[src/rtl/snapcnt_pkg.sv]
package snapcnt_pkg;
  // depth of every input synchronizer chain
  localparam int SYNC_DEPTH = 2;

  // asynchronous pins bundled in one vector for the synchronizer
  typedef struct packed {
    logic clr_n;
    logic load_n;
    logic up_pulse;
    logic alt_pulse;
    logic lo_pulse;
  } async_pins_t;

  localparam int ASYNC_W = $bits(async_pins_t);
endpackage

[src/rtl/snapcnt_sync.sv]
module snapcnt_sync #(
  parameter int W     = 1,
  parameter int DEPTH = 2
) (
  input  logic         clk,
  input  logic         rst_n,
  input  logic [W-1:0] d,
  output logic [W-1:0] q
);
  // all pins idle high; reset the chain to that level so no false edge appears
  logic [DEPTH-1:0][W-1:0] chain;

  always_ff @(posedge clk) begin
    if (!rst_n) chain <= '1;
    else        chain <= {chain[DEPTH-2:0], d};
  end

  assign q = chain[DEPTH-1];
endmodule

[src/rtl/snapcnt_fall.sv]
module snapcnt_fall #(
  parameter int W = 1
) (
  input  logic         clk,
  input  logic         rst_n,
  input  logic [W-1:0] lvl,
  output logic [W-1:0] fall
);
  logic [W-1:0] lvl_q;

  always_ff @(posedge clk) begin
    if (!rst_n) lvl_q <= '1;
    else        lvl_q <= lvl;
  end

  for (genvar i = 0; i < W; i++) begin : g_bit
    assign fall[i] = lvl_q[i] & ~lvl[i];
  end
endmodule

[src/rtl/snapcnt_core.sv]
module snapcnt_core #(
  parameter int HALF_W = 16
) (
  input  logic                clk,
  input  logic                rst_n,
  input  logic                split,
  input  logic                clr,
  input  logic                lo_fall,
  input  logic                up_fall,
  output logic [2*HALF_W-1:0] count
);
  localparam int TOP = HALF_W - 1;

  logic [HALF_W-1:0] lo_q, hi_q;
  logic lo_full, carry, hi_step;

  assign lo_full = &lo_q;
  // carry only in wide mode
  assign carry   = ~split & lo_fall & lo_full;
  // test path is gated by the lower top bit in wide mode; one step even if both fire
  assign hi_step = carry | (up_fall & (split | ~lo_q[TOP]));

  always_ff @(posedge clk) begin
    if (!rst_n || clr) begin
      lo_q <= '0;
      hi_q <= '0;
    end else begin
      if (lo_fall) lo_q <= lo_q + 1'b1;
      if (hi_step) hi_q <= hi_q + 1'b1;
    end
  end

  assign count = {hi_q, lo_q};


  clear_wins_chk: assert property (@(posedge clk) disable iff (!rst_n)
    clr |=> (count == '0));


  carry_into_hi_chk: assert property (@(posedge clk) disable iff (!rst_n)
    (!split && !clr && lo_fall && lo_full) |=> (lo_q == '0 && hi_q == $past(hi_q) + 1'b1));


  no_split_carry_chk: assert property (@(posedge clk) disable iff (!rst_n)
    (split && !clr && lo_fall && lo_full && !up_fall) |=> (lo_q == '0 && hi_q == $past(hi_q)));


  test_gate_chk: assert property (@(posedge clk) disable iff (!rst_n)
    (!split && !clr && up_fall && lo_q[TOP] && !lo_fall) |=> $stable(count));


  idle_stable_chk: assert property (@(posedge clk) disable iff (!rst_n)
    (!clr && !lo_fall && !up_fall) |=> $stable(count));
endmodule

[src/rtl/snapcnt_hold.sv]
module snapcnt_hold #(
  parameter int W = 32
) (
  input  logic         clk,
  input  logic         rst_n,
  input  logic         load,
  input  logic [W-1:0] d,
  output logic [W-1:0] held
);
  always_ff @(posedge clk) begin
    if (!rst_n)    held <= '0;
    else if (load) held <= d;
  end


  follow_chk: assert property (@(posedge clk) disable iff (!rst_n)
    load |=> (held == $past(d)));


  keep_chk: assert property (@(posedge clk) disable iff (!rst_n)
    !load |=> $stable(held));
endmodule

[src/rtl/snapcnt_top.sv]
module snapcnt_top
  import snapcnt_pkg::*;
#(
  parameter int HALF_W = 16
) (
  input  logic                clk,
  input  logic                rst_n,
  input  logic                lo_pulse_i,
  input  logic                alt_pulse_i,
  input  logic                up_pulse_i,
  input  logic                clr_n_i,
  input  logic                load_n_i,
  input  logic                split_i,
  output logic [2*HALF_W-1:0] count_o,
  output logic [2*HALF_W-1:0] held_o
);
  localparam int W = 2 * HALF_W;

  async_pins_t raw, syn;
  logic [1:0]  src_lvl, src_fall;

  assign raw = '{clr_n: clr_n_i, load_n: load_n_i, up_pulse: up_pulse_i,
                 alt_pulse: alt_pulse_i, lo_pulse: lo_pulse_i};

  snapcnt_sync #(.W(ASYNC_W), .DEPTH(SYNC_DEPTH)) u_sync (
    .clk(clk), .rst_n(rst_n), .d(raw), .q(syn)
  );

  // lower source is the gated AND of its two pins
  assign src_lvl = {syn.up_pulse, syn.lo_pulse & syn.alt_pulse};

  snapcnt_fall #(.W(2)) u_fall (
    .clk(clk), .rst_n(rst_n), .lvl(src_lvl), .fall(src_fall)
  );

  snapcnt_core #(.HALF_W(HALF_W)) u_core (
    .clk(clk), .rst_n(rst_n), .split(split_i), .clr(~syn.clr_n),
    .lo_fall(src_fall[0]), .up_fall(src_fall[1]), .count(count_o)
  );

  snapcnt_hold #(.W(W)) u_hold (
    .clk(clk), .rst_n(rst_n), .load(~syn.load_n), .d(count_o), .held(held_o)
  );
endmodule

[config.mk]
export PLATFORM = sky130hd
export DESIGN_NAME = snapcnt_top
export DESIGN_NICKNAME = d
export VERILOG_FILES = /design/src/rtl/snapcnt_pkg.sv /design/src/rtl/snapcnt_sync.sv /design/src/rtl/snapcnt_fall.sv /design/src/rtl/snapcnt_core.sv /design/src/rtl/snapcnt_hold.sv /design/src/rtl/snapcnt_top.sv
export SDC_FILE = /design/constraint.sdc
export NUM_CORES = 1
export LEC_CHECK = 0
export BUFFER_PORTS_ARGS = -buffer_cell sky130_fd_sc_hd__buf_2
export CAP_MARGIN = 20
export CORE_AREA = 3 3 55 107
export CTS_BUF_LIST = sky130_fd_sc_hd__clkbuf_8
export CTS_CLUSTER_DIAMETER = 30
export DETAILED_ROUTE_END_ITERATION = 10
export DIE_AREA = 0 0 58 110
export PLACE_DENSITY = 0.84
export SLEW_MARGIN = 20
export SYNTH_ARGS = -nofsm -noshare
export SYNTH_HDL_FRONTEND = slang
export SYNTH_SLANG_ARGS = --single-unit
[constraint.sdc]
create_clock -name clk -period 4.08 [get_ports clk]
set_clock_uncertainty 0.2 [all_clocks]
set_input_delay 0 -clock clk [delete_from_list [all_inputs] [get_ports clk]]
set_output_delay 0 -clock clk [all_outputs]
set_load 0.02 [all_outputs]
# After elaboration in Yosys (flattened, before gate mapping)
# Index checks and enable logic that the tools add are counted.
[totals] regBits=76 word_cells=24 out_inout_bits=64
[classes] n_reduce_logical=3 bitwise=13 addsub=2
[op_table] op="adder 16 x 1 -> 16 bit (second input constant)" n=2
[op_table] op="AND reduction 16 bit" n=1
[op_table] op="bitwise AND 1 bit" n=6
[op_table] op="inverter 1 bit" n=5
[op_table] op="OR 1 bit" n=2
[op_table] op="zero test 1 bit" n=1
[op_table] op="logical OR 1 bit" n=1

# Depth between registers and ports, before layout
[depth] word_depth=6 depth_mapped=7

# Cells and area by module
# A second synthesis with hierarchy kept.
[unflattened] hier_cells=317 area_unflattened_um2=3140.5
[modules_own_cells] mod="snapcnt_core" area_per_inst_um2=1517.7 n_inst=1 cells_each=180
[modules_own_cells] mod="snapcnt_hold" area_per_inst_um2=1243.7 n_inst=1 cells_each=103
[modules_own_cells] mod="snapcnt_sync" area_per_inst_um2=300.3 n_inst=1 cells_each=25
[modules_own_cells] mod="snapcnt_fall" area_per_inst_um2=65.1 n_inst=1 cells_each=6
[modules_own_cells] mod="snapcnt_top" area_per_inst_um2=13.8 n_inst=1 cells_each=3

# Least setup slack after synthesis
# OpenSTA, ideal clock, no wires.
[synth_path] kind="flip-flop to flip-flop" from="reg u_core.lo_q[7]" to="reg u_core.hi_q[13]" required_time_ps=3810 t_arrival_ps=1959 stages_incl_launch_ff=7 setup_time_ps=70 setup_slack_ps=1850 period_less_slack_ps=2230 path_buffers=1 path_cell_list="dfxtp_1 -> and4_4 -> nand3_1 -> o31a_1 -> buf_6 -> or4_1 -> a21oi_1"
[synth_via] elab_chain_len=3
[synth_rtl] item="start, declared" line_no="snapcnt_core.sv:14" source="logic [HALF_W-1:0] lo_q, hi_q;"
[synth_rtl] item="start signal, assigned" line_no="snapcnt_core.sv:28" source="if (lo_fall) lo_q <= lo_q + 1'b1;"
[synth_rtl] item="AND reduction 16 bit" line_no="snapcnt_core.sv:17" source="assign lo_full = &lo_q;"
[synth_rtl] item="bitwise AND 1 bit" line_no="snapcnt_core.sv:19" source="assign carry = ~split & lo_fall & lo_full;"
[synth_rtl] item="OR 1 bit" line_no="snapcnt_core.sv:21" source="assign hi_step = carry | (up_fall & (split | ~lo_q[TOP]));"
[synth_rtl] item="end signal, assigned" line_no="snapcnt_core.sv:29" source="if (hi_step) hi_q <= hi_q + 1'b1;"
[synth_rtl] item="end, declared" line_no="snapcnt_core.sv:14"
# No other way between the ends.
# A chain may end at the register's enable or synchronous reset.

# Worst setup path after layout
[layout_path] from="reg u_sync.chain, in the netlist u_sync.q[0]" to="reg u_core.hi_q[13]"
[layout_via] elab_chain_len=6
[layout_rtl] item="start, declared" line_no="snapcnt_sync.sv:11" source="logic [DEPTH-1:0][W-1:0] chain;"
[layout_rtl] item="start signal, assigned" line_no="snapcnt_sync.sv:15" source="else chain <= {chain[DEPTH-2:0], d};"
[layout_rtl] item="bitwise AND 1 bit" line_no="snapcnt_top.sv:30" source="assign src_lvl = {syn.up_pulse, syn.lo_pulse & syn.alt_pulse};"
[layout_rtl] item="inverter 1 bit" line_no="snapcnt_fall.sv:17" source="assign fall[i] = lvl_q[i] & ~lvl[i];"
[layout_rtl] item="bitwise AND 1 bit" line_no="snapcnt_fall.sv:17"
[layout_rtl] item="bitwise AND 1 bit (2 in a row)" line_no="snapcnt_core.sv:19"
[layout_rtl] item="OR 1 bit" line_no="snapcnt_core.sv:21"
# No other way between the ends.

==> impl_metrics.csv <==
group,metric,value,unit
cts,h-tree-depth,3,
global_route,grt_max_degree,46,
timing,final_max_slew_viol_count,0,
floorplanning,die-area,6380,sq um
logic_synthesis,syn-instance-count,305,
timing,finalSetupViolCount,0,
min_path,hold_path.class,"reg2reg",
cts,postCtsSetupBuffers,0,
route,first_pass_iters,4,
finish,layout_commonest_cell,"dfxtp_1",
placement,dpl_cell_area,3363,sq um
power,vdd_drop_max,0.3467,mV
global_route,track_usage,21.71,%
timing,timing.fmax,0.4067,GHz
global_route,grt_pass1_vias,2416,
cts,root_buffer,"clkbuf_8",
floorplanning,core.rowCount,37,
placement,dp.cells,419,
route,vias_per_cell,5.475,
critical_path,critPathArrivalTime,2.52,ns
floorplanning,core,5185,sq um
flow_run,drv_cap,0,
global_route,antenna_found_initial,0,
floorplanning,start_util,57.82,%
critical_path,crit_path_cell_trace,"a21boi_4, nand4_4, o31a_1, or4_1, a21oi_1",
logic_synthesis,ys_warn_count,0,
critical_path,critical-path-top-delay-family,"compound AO/OA/AOI/OAI gates",
cts,clkTransAtPathRegs,0.07,ns
global_route,grt_pass1_wl,10.63,mm
power,power.total,1.303,mW
critical_path,end_kind,"register",
timing,slew_headroom,33.68,%
placement,io_buffers,71,
finish,stdcell_area,3657,sq um
route,drc,0,
floorplanning,die_x,58,um
global_route,grt.overflow.total,0,
finish,n_antenna_cell,0,
cts,numCtsBuffers,9,
logic_synthesis,synth_nets,315,
finish,finalNonFillerCells,446,
logic_synthesis,netlist_area,2998,sq um
finish,nets,394,
critical_path,path_buf_inv,0,
timing,fin_crit_sh,60.27,%
placement,hpwl,4.414,mm
critical_path,cp_slowest_cell,"or4_1",
timing,tns,0,ns
cts,clkLatencyLatePin,0.34,ns
logic_synthesis,syn_avg_cell_area,9.829,sq um
route,drt_iter0_markers,73,
critical_path,required,4.15,ns
route,vias,2442,
timing,finalHoldViolCount,0,
timing,rsz0062_at_grt,"no",
timing,period_needed,2.459,ns
cts,cts_tree,"done",
cts,clk_path_buf_depth,2,
cts,clock_sinks,76,
finish,layout_common_cells,"75 x dfxtp_1, 71 x buf_2, 34 x mux2i_1",
timing,fin_hold_ws,0.2099,ns
floorplanning,die_h,110,um
power,power.density,356.2,nW/um^2
logic_synthesis,synth.distinct_cells,28,
critical_path,start_kind,"register",
critical_path,cpPeakStageDelay,0.60,ns
critical_path,critical_path_class,"reg2reg",
timing,worst_pin_slew,0.9949,ns
status,status,"completed",
route,drtAntennaViolNets,0,
logic_synthesis,ys_seq_elements,76,
logic_synthesis,ys_seq_area_share,50.75,%
critical_path,crit_path_max_fanout,30,
power,power_leakage,1.701,nW
finish,area_delta_synth_final,22.00,%
route,wl,6.381,mm
floorplanning,io_pins,72,
placement,gp_congestion,0.7514,
finish,drive_gt1_share,22.94,%
route,routedWlPerCell,14.31,um
timing repair:
action                                 CTS  global route
endpoints found under the hold margin   12             0
hold buffers                            11             0
gates resized for setup                  0             0
Yosys cell counts, drive strengths merged:
cell / count / area [sq um]
a21boi: 1 / 18.77
nor2: 16 / 60.06
mux2i: 34 / 340.3
and2: 2 / 12.51
inv: 4 / 15.01
clkbuf: 11 / 41.29
or3: 17 / 106.4
and4: 3 / 28.78
o31a: 1 / 8.760
o31ai: 3 / 22.52
nand3: 10 / 50.05
nand2: 13 / 48.80
or4: 4 / 30.03
nor2b: 32 / 200.2
dfxtp: 76 / 1521
and3: 4 / 25.02
a21oi: 20 / 100.1
o21ai: 17 / 85.08
nand4: 8 / 65.06
ha: 2 / 25.02
xor2: 5 / 43.79
buf: 4 / 22.52
xnor2: 5 / 43.79
nand2b: 12 / 75.07
nand3b: 1 / 7.510
power by group:
part	leakage (nW)	internal (mW)	switching [mW]
Combinational	0.989	0.0291	0.0259
Sequential	0.615	0.749	0.0105
Clock	0.0976	0.244	0.244
Total	1.70	1.02	0.280
worst register-to-register path: stages (launching register included):
cell	delay, ns
dfxtp_1	0.34
a21boi_4	0.33
nand4_4	0.19
o31a_1	0.56
or4_1	0.61
a21oi_1	0.16
flip-flops by register name (all words and copies together), names as in the netlist:
signal        flops
u_hold.held      32
u_core.hi_q      16
u_core.lo_q      16
u_sync.chain      5
u_sync.q          5
u_fall.lvl_q      2
worst paths after layout:
kind                              startpoint                           end  slack (ns)  depth (start not counted)
setup / recovery      u_sync.q[0]$_SDFF_PN1_  u_core.hi_q[13]$_SDFFE_PP0P_        1.62                          5
hold / removal    u_sync.chain[4]$_SDFF_PN1_        u_sync.q[4]$_SDFF_PN1_        0.21                          1
hold reg to reg   u_sync.chain[4]$_SDFF_PN1_        u_sync.q[4]$_SDFF_PN1_        0.21                          1
setup reg to reg      u_sync.q[0]$_SDFF_PN1_  u_core.hi_q[13]$_SDFFE_PP0P_        1.62                          5
final cells by class:
type                            instances  area, sq um
Multi-Input combinational cell        210         1398
Clock buffer                           11        151.4
Fill cell                             436         1528
Inverter                                4        15.01
Clock inverter                          4        17.52
Timing Repair Buffer                   83        480.5
Sequential cell                        76         1523
Tap cell                               58        72.57
routing by layer:
layer	part of all wire [%]	global-route usage, %
met3	4.2	5.711
met4	2.9	11.44
met5	0	0
met1	37	21.33
met2	56	40.21
cells by family (layout without fill, tap and decap cells):
| family | after synthesis | after routing | share of synthesized area, % |
|---|---|---|---|
| mux | 34 | 34 | 11.35 |
| fa+ha+maj | 2 | 2 | 0.8346 |
| flops | 76 | 76 | 50.75 |
| buf+inv | 19 | 102 | 2.629 |
| compound gates | 42 | 42 | 7.847 |
| simple gates | 122 | 122 | 23.66 |
| xor+xnor | 10 | 10 | 2.921 |
stage by stage:
stage	worst slack (ns)	util, %
floorplan	1.850	-
global placement	1.713	64.86
detailed placement	1.609	64.86
CTS	1.592	70.25
global route	1.458	70.54
finish	1.621	70.54
No activity file was read; power rests on OpenSTA's default activity.
